[config.mk]
export PLATFORM = sky130hd
export DESIGN_NAME = pci_dma_xlate
export DESIGN_NICKNAME = d
export VERILOG_FILES = /design/src/rtl/pdt_pkg.sv /design/src/rtl/pdt_window_hit.sv /design/src/rtl/pdt_first_pick.sv /design/src/rtl/pdt_addr_calc.sv /design/src/rtl/pci_dma_xlate.sv
export SDC_FILE = /design/constraint.sdc
export NUM_CORES = 1
export LEC_CHECK = 0
export ABC_CLOCK_PERIOD_IN_PS = 6700
export CAP_MARGIN = 20
export CORE_AREA = 2 2 219 221
export CTS_BUF_LIST = sky130_fd_sc_hd__clkbuf_16
export DETAILED_ROUTE_END_ITERATION = 7
export DIE_AREA = 0 0 221 223
export PLACE_DENSITY = 0.5
export SLEW_MARGIN = 10
export SYNTH_ARGS = -nofsm -noshare
export SYNTH_HDL_FRONTEND = slang
export SYNTH_SLANG_ARGS = --single-unit
[constraint.sdc]
create_clock -name clk -period 6.7 [get_ports clk]
set_input_delay 1.34 -clock clk [delete_from_list [all_inputs] [get_ports clk]]
set_output_delay 1.34 -clock clk [all_outputs]
set_load 0.005 [all_outputs]
[src/rtl/pdt_pkg.sv]
package pdt_pkg;
  typedef enum logic [1:0] {
    ST_IDLE = 2'd0,
    ST_WAIT = 2'd1,
    ST_DONE = 2'd2
  } pdt_state_e;

  // log2 of the table entry size in bytes
  localparam int ENTRY_BYTES_LOG2 = 3;
endpackage

[src/rtl/pdt_window_hit.sv]
module pdt_window_hit #(
  parameter int NWIN   = 4,
  parameter int BUS_W  = 32,
  parameter int CMP_LO = 20
) (
  input  logic [BUS_W-1:0]      bus_addr,
  input  logic [NWIN*BUS_W-1:0] base_vec,
  input  logic [NWIN*BUS_W-1:0] mask_vec,
  output logic [NWIN-1:0]       hit
);
  localparam logic [BUS_W-1:0] LOW_ONES  = {{(BUS_W-CMP_LO){1'b0}}, {CMP_LO{1'b1}}};
  localparam logic [BUS_W-1:0] CMP_FIELD = ~LOW_ONES;

  for (genvar i = 0; i < NWIN; i++) begin : g_win
    logic [BUS_W-1:0] base_w;
    logic [BUS_W-1:0] cmp_w;
    assign base_w = base_vec[i*BUS_W +: BUS_W];
    assign cmp_w  = ~mask_vec[i*BUS_W +: BUS_W] & CMP_FIELD;
    assign hit[i] = base_w[0] && (((bus_addr ^ base_w) & cmp_w) == '0);
  end
endmodule

[src/rtl/pdt_first_pick.sv]
module pdt_first_pick #(
  parameter int N     = 4,
  parameter int IDX_W = (N > 1) ? $clog2(N) : 1
) (
  input  logic [N-1:0]     req,
  output logic             any,
  output logic [IDX_W-1:0] idx
);
  always_comb begin
    idx = '0;
    for (int i = N - 1; i >= 0; i--) begin
      if (req[i]) idx = IDX_W'(i);
    end
  end
  assign any = |req;
endmodule

[src/rtl/pdt_addr_calc.sv]
module pdt_addr_calc import pdt_pkg::*; #(
  parameter int BUS_W     = 32,
  parameter int DMA_W     = 34,
  parameter int PTE_W     = 64,
  parameter int CMP_LO    = 20,
  parameter int PAGE_BITS = 13
) (
  input  logic [BUS_W-1:0] bus_addr,
  input  logic [BUS_W-1:0] mask,
  input  logic [DMA_W-1:0] tbase,
  input  logic [BUS_W-1:0] held_addr,
  input  logic [PTE_W-1:0] entry,
  output logic [DMA_W-1:0] direct_addr,
  output logic [DMA_W-1:0] entry_addr,
  output logic [DMA_W-1:0] sg_addr
);
  localparam int W0        = (PTE_W > DMA_W) ? PTE_W : DMA_W;
  localparam int W         = (W0 > BUS_W) ? W0 : BUS_W;
  localparam int IDX_SHIFT = PAGE_BITS - ENTRY_BYTES_LOG2;

  localparam logic [W-1:0] LOW_ONES   = W'({CMP_LO{1'b1}});
  localparam logic [W-1:0] FIELD      = W'({(BUS_W-CMP_LO){1'b1}}) << CMP_LO;
  localparam logic [W-1:0] IDX_ONES   = W'({IDX_SHIFT{1'b1}});
  localparam logic [W-1:0] SG_FIELD   = W'({(CMP_LO-PAGE_BITS){1'b1}}) << PAGE_BITS;
  localparam logic [W-1:0] PAGE_ONES  = W'({PAGE_BITS{1'b1}});
  localparam logic [W-1:0] VALID_BIT  = W'(1);

  logic [W-1:0] bus_w, held_w, tb_w, mfield, keep_bus, tb_keep, sg_bus;

  assign bus_w    = W'(bus_addr);
  assign held_w   = W'(held_addr);
  assign tb_w     = W'(tbase);
  assign mfield   = W'(mask) & FIELD;
  assign keep_bus = mfield | LOW_ONES;
  assign tb_keep  = ~((mfield >> IDX_SHIFT) | IDX_ONES);
  assign sg_bus   = mfield | SG_FIELD;

  assign direct_addr = DMA_W'((tb_w & ~keep_bus) | (bus_w & keep_bus));
  assign entry_addr  = DMA_W'((tb_w & tb_keep) | ((bus_w & sg_bus) >> IDX_SHIFT));
  assign sg_addr     = DMA_W'(((W'(entry) & ~VALID_BIT) << (PAGE_BITS - 1)) | (held_w & PAGE_ONES));
endmodule

[src/rtl/pci_dma_xlate.sv]
module pci_dma_xlate import pdt_pkg::*; #(
  parameter int NWIN      = 4,
  parameter int BUS_W     = 32,
  parameter int DMA_W     = 34,
  parameter int PTE_W     = 64,
  parameter int CMP_LO    = 20,
  parameter int PAGE_BITS = 13
) (
  input  logic                  clk,
  input  logic                  rst,
  input  logic                  in_valid,
  output logic                  in_ready,
  input  logic [BUS_W-1:0]      in_addr,
  input  logic [NWIN*BUS_W-1:0] win_base,
  input  logic [NWIN*BUS_W-1:0] win_mask,
  input  logic [NWIN*DMA_W-1:0] win_tbase,
  output logic                  rd_req,
  output logic [DMA_W-1:0]      rd_addr,
  input  logic                  rd_valid,
  input  logic [PTE_W-1:0]      rd_data,
  output logic                  out_valid,
  output logic [DMA_W-1:0]      out_addr
);
  localparam int IDX_W = (NWIN > 1) ? $clog2(NWIN) : 1;

  pdt_state_e       state;
  logic [BUS_W-1:0] held_addr;
  logic [NWIN-1:0]  hit;
  logic             any_hit;
  logic [IDX_W-1:0] sel;
  logic             sel_sg;
  logic [BUS_W-1:0] sel_mask;
  logic [DMA_W-1:0] sel_tbase;
  logic [DMA_W-1:0] direct_addr, entry_addr, sg_addr;

  pdt_window_hit #(.NWIN(NWIN), .BUS_W(BUS_W), .CMP_LO(CMP_LO)) u_hit (
    .bus_addr (in_addr),
    .base_vec (win_base),
    .mask_vec (win_mask),
    .hit      (hit)
  );

  pdt_first_pick #(.N(NWIN), .IDX_W(IDX_W)) u_pick (
    .req (hit),
    .any (any_hit),
    .idx (sel)
  );

  assign sel_sg    = win_base[32'(sel) * BUS_W + 1];
  assign sel_mask  = win_mask[32'(sel) * BUS_W +: BUS_W];
  assign sel_tbase = win_tbase[32'(sel) * DMA_W +: DMA_W];

  pdt_addr_calc #(
    .BUS_W(BUS_W), .DMA_W(DMA_W), .PTE_W(PTE_W),
    .CMP_LO(CMP_LO), .PAGE_BITS(PAGE_BITS)
  ) u_calc (
    .bus_addr    (in_addr),
    .mask        (sel_mask),
    .tbase       (sel_tbase),
    .held_addr   (held_addr),
    .entry       (rd_data),
    .direct_addr (direct_addr),
    .entry_addr  (entry_addr),
    .sg_addr     (sg_addr)
  );

  assign in_ready = (state == ST_IDLE);

  always_ff @(posedge clk) begin
    if (rst) begin
      state     <= ST_IDLE;
      held_addr <= '0;
      rd_req    <= 1'b0;
      rd_addr   <= '0;
      out_valid <= 1'b0;
      out_addr  <= '0;
    end else begin
      rd_req    <= 1'b0;
      out_valid <= 1'b0;
      unique case (state)
        ST_IDLE: begin
          if (in_valid) begin
            held_addr <= in_addr;
            if (any_hit && sel_sg) begin
              rd_req  <= 1'b1;
              rd_addr <= entry_addr;
              state   <= ST_WAIT;
            end else begin
              out_valid <= 1'b1;
              out_addr  <= any_hit ? direct_addr : DMA_W'(in_addr);
              state     <= ST_DONE;
            end
          end
        end
        ST_WAIT: begin
          if (rd_valid) begin
            out_valid <= 1'b1;
            out_addr  <= sg_addr;
            state     <= ST_DONE;
          end
        end
        default: state <= ST_IDLE;
      endcase
    end
  end
endmodule

; Word-level counts from Yosys, hierarchy flattened
; Index checks and enable logic that the tools add are counted.
[word_totals]
wordCells = 75
latch_bits = 0
mem_bits_rw = 0
out_inout_bits = 71
input_bits = 492
memories = 0
ff_bits = 85
mem_bits_ro = 0
[classes]
n_reduce_logical = 17
n_lt_le_gt_ge = 1
multipliers = 1
eq_ne = 4
n_addsub = 1
bitwise_logic = 23
n_div = 0
muxes = 20
shift = 2
[op_table]
columns = cell, count
row1 = $and A32 B32 Y32, 6
row2 = $mux W34, 4
row3 = $shiftx A136 B9 Y34, 1
row4 = $logic_not A32 Y1, 4
row5 = $not A32 Y32, 4
row6 = $shiftx A128 B8 Y32, 1
row7 = $xor A32 B32 Y32, 4
row8 = $and A34 B34 Y34, 2
row9 = $pmux W34 S2, 1
row10 = $not A22 Y34, 1
row11 = $not A32 Y34, 1
row12 = $or A34 B13 Y34, 1
row13 = $or A34 B32 Y34, 1
row14 = $or A34 B34 Y34, 1
row15 = $mux W2, 7
row16 = $add A7 B1 Y8 const B, 1
row17 = $lt A8 B8 Y1 const B, 1
row18 = $bmux W1 S7, 1
row19 = $mul A2 B5 Y7 const B, 1
row20 = $ne A2 B2 Y1 const B, 3
row21 = $logic_and A1 B1 Y1, 5
row22 = $mux W1, 5
row23 = $pmux W2 S2, 1
row24 = $reduce_and A2 Y1, 2
row25 = other kinds (9), 10

; Logic depth before layout (Yosys ltp)
; Gate-level depths: netlist of run 1.
[depth]
word_depth = 16
mapped_depth = 12
mapped_depth_nobuf = 9

; Hierarchy
; Synthesis of run 1 repeated with hierarchy kept, for this count alone.
[hier_totals]
cells_unflattened = 837
area_unflattened_um2 = 8046.5
[modules_own_cells]
columns = module, instances, area_each_um2, seq_area_each_um2, cells_per_inst
row1 = pci_dma_xlate, 1, 6413.7, 2082.0, 631
row2 = pdt_addr_calc, 1, 859.6, 0.0, 103
row3 = pdt_window_hit, 1, 738.2, 0.0, 96
row4 = pdt_first_pick, 1, 35.0, 0.0, 7

; Least setup slack after synthesis of run 1
; Ideal clock, no wire load.
[synth_path]
path_type = input to register
start = input port in_addr[23]
end = register rd_addr[29]
setup_time_ns = 0.128
t_required_ns = 6.572
setup_slack_ns = 3.090
n_path_buf = 3
cell_stages = 12
arrival_ns = 3.483
cell_sequence = buf_2 -> xnor2_1 -> o22ai_1 -> nor4_2 -> nand2_1 -> a211oi_2 -> a21boi_2 -> o21a_1 -> buf_2 -> buf_4 -> mux2i_1 -> nor2_1
[synth_via]
elab_chain_cells = 13
word_cells_on_any_way = 30
cone_classes = add/sub (1) / mul (1) / shift (1) / mux (6) / bitwise (10) / reduce/logical (11)
[synth_rtl]
columns = item, line_no
row1 = from (decl), pci_dma_xlate.sv:13  ; input logic [BUS_W-1:0] in_addr,
row2 = branches (longest 13 deep; another with $mul A2 B5 Y7), -
row3 = to (signal assigned), pci_dma_xlate.sv:86  ; rd_addr <= entry_addr;
row4 = to (decl), pci_dma_xlate.sv:18  ; output logic [DMA_W-1:0] rd_addr,
; Parallel ways; which one is timed is not known. The select of a mux whose other input is x is not followed.
; A chain may end at the register's enable or synchronous reset.

; Worst setup path after layout of run 1
[layout_path]
start = input port in_addr[23]
end = register out_addr[25]
[layout_via]
elab_chain_cells = 16
word_cells_on_any_way = 38
cone_classes = add/sub (1) / mul (1) / eq/ne (1) / shift (2) / mux (10) / bitwise (12) / reduce/logical (11)
[layout_rtl]
columns = item, line_no
row1 = $xor A32 B32 Y32, pdt_window_hit.sv:19  ; assign hit[i] = base_w[0] && (((bus_addr ^ base_w) & cmp_w) == '0);
row2 = $and A32 B32 Y32, pdt_window_hit.sv:19
row3 = $logic_not A32 Y1, pdt_window_hit.sv:19
row4 = $logic_and A1 B1 Y1, pdt_window_hit.sv:19
row5 = $mux W2 (4 in a row), pdt_first_pick.sv:12  ; if (req[i]) idx = IDX_W'(i);
row6 = $mul A2 B5 Y7 or $shiftx A128 B8 Y32 (tied branches), "pci_dma_xlate.sv:51, pci_dma_xlate.sv:50"
row7 = $shiftx A136 B9 Y34 or $not A32 Y34 (tied branches), "pci_dma_xlate.sv:51, pdt_addr_calc.sv:38"
row8 = $and A34 B34 Y34, pdt_addr_calc.sv:38  ; assign direct_addr = DMA_W'((tb_w & ~keep_bus) | (bus_w & keep_bus));
row9 = $or A34 B32 Y34, pdt_addr_calc.sv:38
row10 = $mux W34, pci_dma_xlate.sv:90  ; out_addr <= any_hit ? direct_addr : DMA_W'(in_addr);
row11 = $mux W34, pci_dma_xlate.sv:84  ; if (any_hit && sel_sg) begin
row12 = $mux W34, pci_dma_xlate.sv:82  ; if (in_valid) begin
row13 = $pmux W34 S2, pci_dma_xlate.sv:80  ; unique case (state)
row14 = to (signal assigned), pci_dma_xlate.sv:90
row15 = to (signal assigned), pci_dma_xlate.sv:98  ; out_addr <= sg_addr;
row16 = to (decl), pci_dma_xlate.sv:22  ; output logic [DMA_W-1:0] out_addr
; Parallel ways exist; a longest one is shown, timed or not. The select of a mux whose other input is x is not followed.

==> key figures, run 1 <==
Run status
  • Outcome: finished, final reports clean

Place
  • Port bufs: 324
  • DP HPWL: 28.17 mm
  • Gp weighted congestion: 0.7945

STA
  • Slew at the pin with the worst max-slew slack: 1.053 ns
  • Skew final: 0.01409 ns
  • Normalized max-slew margin: 0.2983
  • Final hold vios: 0
  • Setup violators final: 0
  • Max-slew violations: 0
  • Final Critical Period: 5.119 ns
  • Maximum clock frequency: 195.4 MHz
  • Setup TNS: 0 ns
  • Period utilisation layout: 0.7640
  • RSZ-0062 raised after global routing: false

Finish
  • FF/Latch Area: 1642 µm²
  • Nets: 1463
  • Multi-input combinational cell area: 3432 µm²
  • Share of layout cells above drive strength 1: 0.05635
  • P&R area growth vs syn: 75.14%
  • Fillers: 5274

Clock network
  • Post-cts resize count: 0
  • Post CTS Setup Buffer Count: 0
  • CTS tree: built
  • Post-CTS Hold Fix Bufs: 0
  • H-tree Lvls: 3
  • Reg clk slew, reported paths: 0.07 ns
  • Sink Count: 82
  • Clock Path Buffers: 2
  • Clk Latency, worst-skew pair: 0.36 ns
  • CTS Root Cell: clkbuf_16
  • TritonCTS Buffers: 9

Global route
  • First-pass GRT wire length: 46.86 mm
  • Initial antenna violation count: 19
  • Largest net degree at the start of global routing: 84
  • GRT Util Overall: 0.1338
  • Grt total ovfl: 0
  • Vias in the first global route: 6480

Floorplan
  • FP Rows: 80
  • Starting Density: 0.1157
  • Die height: 223 µm
  • IO Pins: 563
  • Die ar.: 49280 µm²
  • Core Area: 47150 µm²
  • Die X: 221 µm

Critical path
  • CP endpoint: out_addr[25]
  • Worst path required time: 6.99 ns
  • CP Depth: 10
  • CP bufs+invs: 1
  • CP endpoint kind: flip-flop
  • Setup crit start kind: input pin
  • Critical path's largest stage delay: 0.80 ns
  • Crit-path cells: clkdlybuf4s50_1 -> xnor2_1 -> o22ai_1 -> nor4_1 -> nand2_1 -> o21ai_2 -> a31oi_1 -> a22oi_1 -> mux2i_1 -> o21ai_1
  • CP top delay family: compound AO/OA/AOI/OAI gates
  • Worst reg2reg endpoint: rd_addr[26]
  • CP Max Fanout: 13
  • R2r setup slk: 4.17 ns
  • Crit path DAT: 5.41 ns
  • Slowest-stage cell, CP: clkdlybuf4s50_1
  • Critical path class: input pin to flip-flop
  • Critical path launch point: in_addr[23]
  • R2R cell count: 6
  • RR Startpoint: state[1]

Synth
  • Synth Register Bits: 82
  • Mean Syn Cell Area: 8.001 µm²
  • Cells after synthesis: 682
  • Mapped Area: 5456 µm²
  • Seq/Total Area, Yosys: 0.3008
  • Distinct cells, synth: 51
  • Yosys Warn Count: 0

Worst hold path
  • Hold path startpoint: held_addr[4]
  • Hold Path Class: flip-flop to flip-flop

Detailed routing
  • Via density: 4.004
  • DRT antenna net count: 0
  • Initial DRT Pass Iterations: 4
  • Starting DRT DRC Count: 361
  • Via count: 6427
  • Wire length per cell: 21.13 µm
  • Routed Wire Length: 33.91 mm
  • DRC viols: 0

Power
  • VDD IR max: 0.09456 mV
  • Final Power: 1.506 mW
  • Leak: 3.179 nW
  • Cell Pwr Density: 157.6 nW/µm²

Job
  • Max Cap Violations: 0
[synth_stat cells, drive strengths merged]
master	n	area [µm²]
a21oi	15	75.07
or2	2	12.51
o211ai	1	12.51
inv	13	48.80
or3	1	6.260
a211oi	6	50.05
a311o	1	10.01
a21boi	8	63.81
a31o	1	8.760
nor2	93	356.6
o22ai	28	175.2
mux2i	65	650.6
and2	4	25.02
a22oi	14	105.1
nand2b	1	6.260
clkbuf	21	78.83
o221a	1	11.26
dfxtp	82	1642
buf	42	277.8
o22a	7	61.31
a31oi	20	125.1
nor3	9	45.04
nand4	1	12.51
nand2	96	367.8
o221ai	8	82.58
a41oi	1	8.760
nor4	5	43.79
o21a	1	7.510
o31ai	1	21.27
a311oi	29	266.5
nor2b	3	18.77
a211o	7	61.31
conb	1	3.750
nand3	4	25.02
o21ai	31	155.1
o31a	10	87.58
xnor2	48	435.4
or4	1	11.26
[sequential cells by signal (all words and copies together) (netlist names)]
signal,flops
state,2
held_addr,13
out_addr,34
rd_req,1
out_valid,1
rd_addr,31
[cell type report]
cell class                      instances  share of cell area
Inverter                               13            0.005106
Antenna cell                           14            0.003666
Sequential cell                        82              0.1718
Tap cell                              615             0.08052
Multi-Input combinational cell        526              0.3591
Timing Repair Buffer                  339              0.3509
Clock inverter                          7            0.005368
Clock buffer                            9             0.02357
[worst register-to-register path, stage by stage (launching register included)]
cell,delay [ns]
dfxtp_1,0.33
nor2_1,0.21
and2_1,0.64
o21a_2,0.52
buf_4,0.38
mux2i_1,0.24
nor2_1,0.05
[per-stage QoR]
stage               area [µm²]  setup WS (ns)    util  hold WS [ns]  std cells
global placement          9245          1.200  0.1961        0.4416       1575
detailed placement        9245          1.146  0.1961        0.4505       1575
floorplan                 5464          3.090       -        0.4366        684
CTS                       9522          1.551  0.2020        0.4603       1591
global route              9529          1.378  0.2021        0.4732       1594
finish                    9557          1.581  0.2027        0.4572       1605
[cell families (layout without fill, tap and decap cells)]
kind of cell    count (synthesis)  after routing  synth area share
simple gates                  220            220            0.1706
other cells                     1             17         0.0006873
buf+inv                        76            368           0.07430
mux                            65             65            0.1192
compound gates                190            190            0.2545
xor+xnor                       48             48           0.07980
flops                          82             82            0.3008
[routing by layer]
metal | share of wire | vias up | wire length (µm) | global-route usage
met5 | 0.0031 | - | 105 | 0
met4 | 0.015 | 16 | 492 | 0.03118
met3 | 0.11 | 36 | 3798 | 0.05650
met2 | 0.43 | 292 | 14630 | 0.2037
met1 | 0.44 | 3038 | 14880 | 0.1742
li1 | - | 3045 | - | -
[cell usage in the layout, fill, tap and decap left out, drive strengths merged, types with 4 or more instances in the layout]
cell / Yosys / layout
xnor2: 48 / 48
o31a: 10 / 10
nor2: 93 / 93
diode: 0 / 14
a21boi: 8 / 8
a211oi: 6 / 6
o22a: 7 / 7
nand3: 4 / 4
o22ai: 28 / 28
clkbuf: 21 / 9
a22oi: 14 / 14
dfxtp: 82 / 82
and2: 4 / 4
buf: 42 / 16
o221ai: 8 / 8
mux2i: 65 / 65
a211o: 7 / 7
nand2: 96 / 96
o21ai: 31 / 31
a21oi: 15 / 15
clkdlybuf4s50: 0 / 323
nor3: 9 / 9
inv: 13 / 18
a311oi: 29 / 29
a31oi: 20 / 20
nor4: 5 / 5
[report_power, final]
part,internal (mW),switching (mW)
registers,0.516,0.0148
clock network,0.256,0.244
logic,0.260,0.216
total,1.03,0.474
[worst min-delay path by stage]
| stage | to | slack, ns | cells after the start |
|---|---|---|---|
| after global placement | held_addr[12] | 0.44 | 2 |
| after global routing | held_addr[5] | 0.47 | 2 |
| after detailed placement | held_addr[4] | 0.45 | 2 |
| final | held_addr[4] | 0.46 | 2 |
| after floorplan | held_addr[0] | 0.44 | 2 |
| after CTS | held_addr[4] | 0.46 | 2 |
No activity file was read; power rests on OpenSTA's default activity.
==> run 2, diff against run 1 <==
Settings changed: ABC_CLOCK_PERIOD_IN_PS 6700 to 5100, CORE_AREA 2 2 219 221 to 2 2 220 222, DIE_AREA 0 0 221 223 to 0 0 222 224.
Clock period 6.7 ns to 5.1 ns, I/O delays scaled along.
==> run 2 against run 1 <==
Count of clock-buffer cells in the layout unchanged. Clock skew rose by 0.0044 ns. Register-to-register slack got worse by 1.6 ns. Die area up 0.90%. Sequential power rose by 31%. Flip-flop and latch count is the same. Sequential share of layout area down 0.44 points. Total power rose by 36%. Non-clock buffer count increased by 26. Global-route usage rose by 0.27 points. Critical path type unchanged. Largest cell class is now non-clock buffers.
==> key figures, run 2 (synthesized netlist as in run 1, its figures left out) <==
Finish
  • P&R area growth vs syn: 79.71% (was 75.14%)
  • Nets: 1489 (was 1463)
  • Largest regs: out_addr: 34 flops, rd_addr: 31 flops, held_addr: 13 flops (unchanged)
  • Share of layout cells above drive strength 1: 0.08184 (was 0.05635)
  • Max reg flops: 34 (unchanged)
  • Commonest non-fill, non-tap cells in the layout: 323 x clkdlybuf4s50_1, 95 x nand2_1, 90 x nor2_1 (unchanged)
  • Register with the most flip-flops: out_addr (unchanged)
  • Most common cell after layout, fill and taps aside: clkdlybuf4s50_1 (unchanged)

Detailed routing
  • Via count: 6515 (was 6427)
  • Initial DRT Pass Iterations: 5 (was 4)
  • Via density: 4.007 (was 4.004)
  • DRT antenna net count: 0 (unchanged)
  • Routed Wire Length: 34.51 mm (was 33.91 mm)
  • Wire length per cell: 21.23 µm (was 21.13 µm)
  • Starting DRT DRC Count: 388 (was 361)
  • DRC viols: 0 (unchanged)

Critical path
  • Worst path required time: 5.39 ns (was 6.99 ns)
  • Cell mode on critical path: buf_4
  • CP endpoint kind: flip-flop (unchanged)
  • Critical path class: input pin to flip-flop (unchanged)
  • CP bufs+invs: 4 (was 1)
  • Critical path launch point: in_addr[28] (was in_addr[23])
  • Slowest-stage cell, CP: clkdlybuf4s50_1 (unchanged)
  • Crit path DAT: 4.65 ns (was 5.41 ns)
  • RR Startpoint: state[1] (unchanged)
  • Setup crit start kind: input pin (unchanged)
  • Crit-path cells: clkdlybuf4s50_1 -> xnor2_1 -> o22ai_1 -> nor4_1 -> nand2_1 -> a211oi_4 -> buf_4 -> a31oi_1 -> a22oi_1 -> buf_4 -> mux2i_1 -> buf_4 -> o221ai_1 (was clkdlybuf4s50_1 -> xnor2_1 -> o22ai_1 -> nor4_1 -> nand2_1 -> o21ai_2 -> a31oi_1 -> a22oi_1 -> mux2i_1 -> o21ai_1)
  • CP top delay family: buffers and inverters (was compound AO/OA/AOI/OAI gates)
  • Critical path's largest stage delay: 0.78 ns (was 0.80 ns)
  • CP Max Fanout: 32 (was 13)
  • R2r setup slk: 2.53 ns (was 4.17 ns)

Floorplan
  • Core Area: 47350 µm² (was 47150 µm²)
  • Die height: 224 µm (was 223 µm)
  • Die ar.: 49730 µm² (was 49280 µm²)
  • IO Pins: 563 (unchanged)
  • Starting Density: 0.1152 (was 0.1157)
  • Die X: 222 µm (was 221 µm)
  • FP Rows: 80 (unchanged)

STA
  • Setup violators final: 0 (unchanged)
  • RSZ-0062 raised after global routing: false (unchanged)
  • Skew final: 0.01848 ns (was 0.01409 ns)
  • Normalized max-slew margin: 0.5055 (was 0.2983)
  • Slew at the pin with the worst max-slew slack: 0.7400 ns (was 1.053 ns)
  • Setup TNS: 0 ns (unchanged)
  • Final Critical Period: 4.357 ns
  • Max-slew violations: 0 (unchanged)
  • Period utilisation layout: 0.8543
  • Maximum clock frequency: 229.5 MHz
  • Final hold vios: 0 (unchanged)

Global route
  • Initial antenna violation count: 21 (was 19)
  • Met1 Use GR: 0.1724 (was 0.1742)
  • Vias in the first global route: 6622 (was 6480)
  • GRT Util Overall: 0.1365 (was 0.1338)
  • M3 GR Usage: 0.06558 (was 0.05650)
  • Grt total ovfl: 0 (unchanged)
  • Largest net degree at the start of global routing: 48 (was 84)
  • GR peak layer: met2 (unchanged)
  • M2 GR Usage: 0.2089 (was 0.2037)
  • First-pass GRT wire length: 47.72 mm (was 46.86 mm)

Worst hold path
  • Hold path startpoint: held_addr[4] (unchanged)
  • Hold Path Class: flip-flop to flip-flop (unchanged)

Clock network
  • CTS Root Cell: clkbuf_16 (unchanged)
  • Post-CTS Hold Fix Bufs: 0 (unchanged)
  • TritonCTS Buffers: 9 (unchanged)
  • Clock Path Buffers: 2 (unchanged)
  • Reg clk slew, reported paths: 0.08 ns (was 0.07 ns)
  • Sink Count: 82 (unchanged)
  • H-tree Lvls: 3 (unchanged)
  • Clk Latency, worst-skew pair: 0.37 ns (was 0.36 ns)
  • Post-cts resize count: 0 (unchanged)
  • Post CTS Setup Buffer Count: 0 (unchanged)
  • CTS tree: built (unchanged)

Power
  • Leak: 3.309 nW (was 3.179 nW)
  • Final Power: 2.044 mW (was 1.506 mW)
  • VDD IR max: 0.1177 mV (was 0.09456 mV)
  • Cell Pwr Density: 208.5 nW/µm² (was 157.6 nW/µm²)

Place
  • Port bufs: 324 (unchanged)
  • Gp weighted congestion: 0.8256 (was 0.7945)
  • DP HPWL: 29.15 mm (was 28.17 mm)

Run status
  • Outcome: finished, final reports clean (unchanged)

Job
  • Max Cap Violations: 0 (unchanged)
## run 2: changes by cell type in the layout (fill, tap and decap cells not counted), sizes merged
cell / change
buf: +26
diode: -5
clkinvlp: +3
inv: -2
clkinv: -1
## run 2: area by class of cell
class / instances / area (µm²)
Fill cell: 5308 / 37540
Timing Repair Buffer: 365 / 3593
Multi-Input combinational cell: 526 / 3432
Sequential cell: 82 / 1642
Tap cell: 615 / 769.5
Clock buffer: 9 / 225.2
Clock inverter: 7 / 72.57
Inverter: 13 / 48.80
Antenna cell: 9 / 22.52
## run 2: power by group
group / internal, mW / switching [mW] / total [mW]
sequential: 0.678 / 0.0190 / 0.697
clock: 0.345 / 0.350 / 0.696
combinational: 0.364 / 0.288 / 0.652
total: 1.39 / 0.658 / 2.04
## run 2: worst paths after layout
path                                endpoint  depth (start not counted)
worst max register to register   out_addr[0]                          6
worst max-delay path            out_addr[21]                         13
worst min-delay path            held_addr[4]                          2
worst min register to register  held_addr[4]                          2
## run 2: layer usage
metal,share of wire,wire length [µm]
met5,0.0045,156
met4,0.016,554
met3,0.11,3630
met2,0.43,14680
met1,0.45,15490
## run 2: worst reg2reg max path, stage by stage, from the launching register on
cell      delay (ns)
dfxtp_1         0.33
nor2_1          0.22
nand2_1         0.49
o31ai_4         0.75
buf_12          0.31
nor2_1          0.10
a311oi_1        0.26
## run 2: per-stage QoR
step / cell area (µm²) / std cells / util / hold slack, ns / setup WS, ns
after global routing: 9783 / 1617 / 0.2066 / 0.4774 / 0.4610
after global placement: 9470 / 1600 / 0.2000 / 0.4422 / 0.3587
final: 9806 / 1626 / 0.2071 / 0.4583 / 0.7430
after floorplan: 5464 / 684 / - / 0.4366 / 1.810
after CTS: 9783 / 1617 / 0.2066 / 0.4567 / 0.7407
after detailed placement: 9485 / 1601 / 0.2003 / 0.4468 / 0.3278
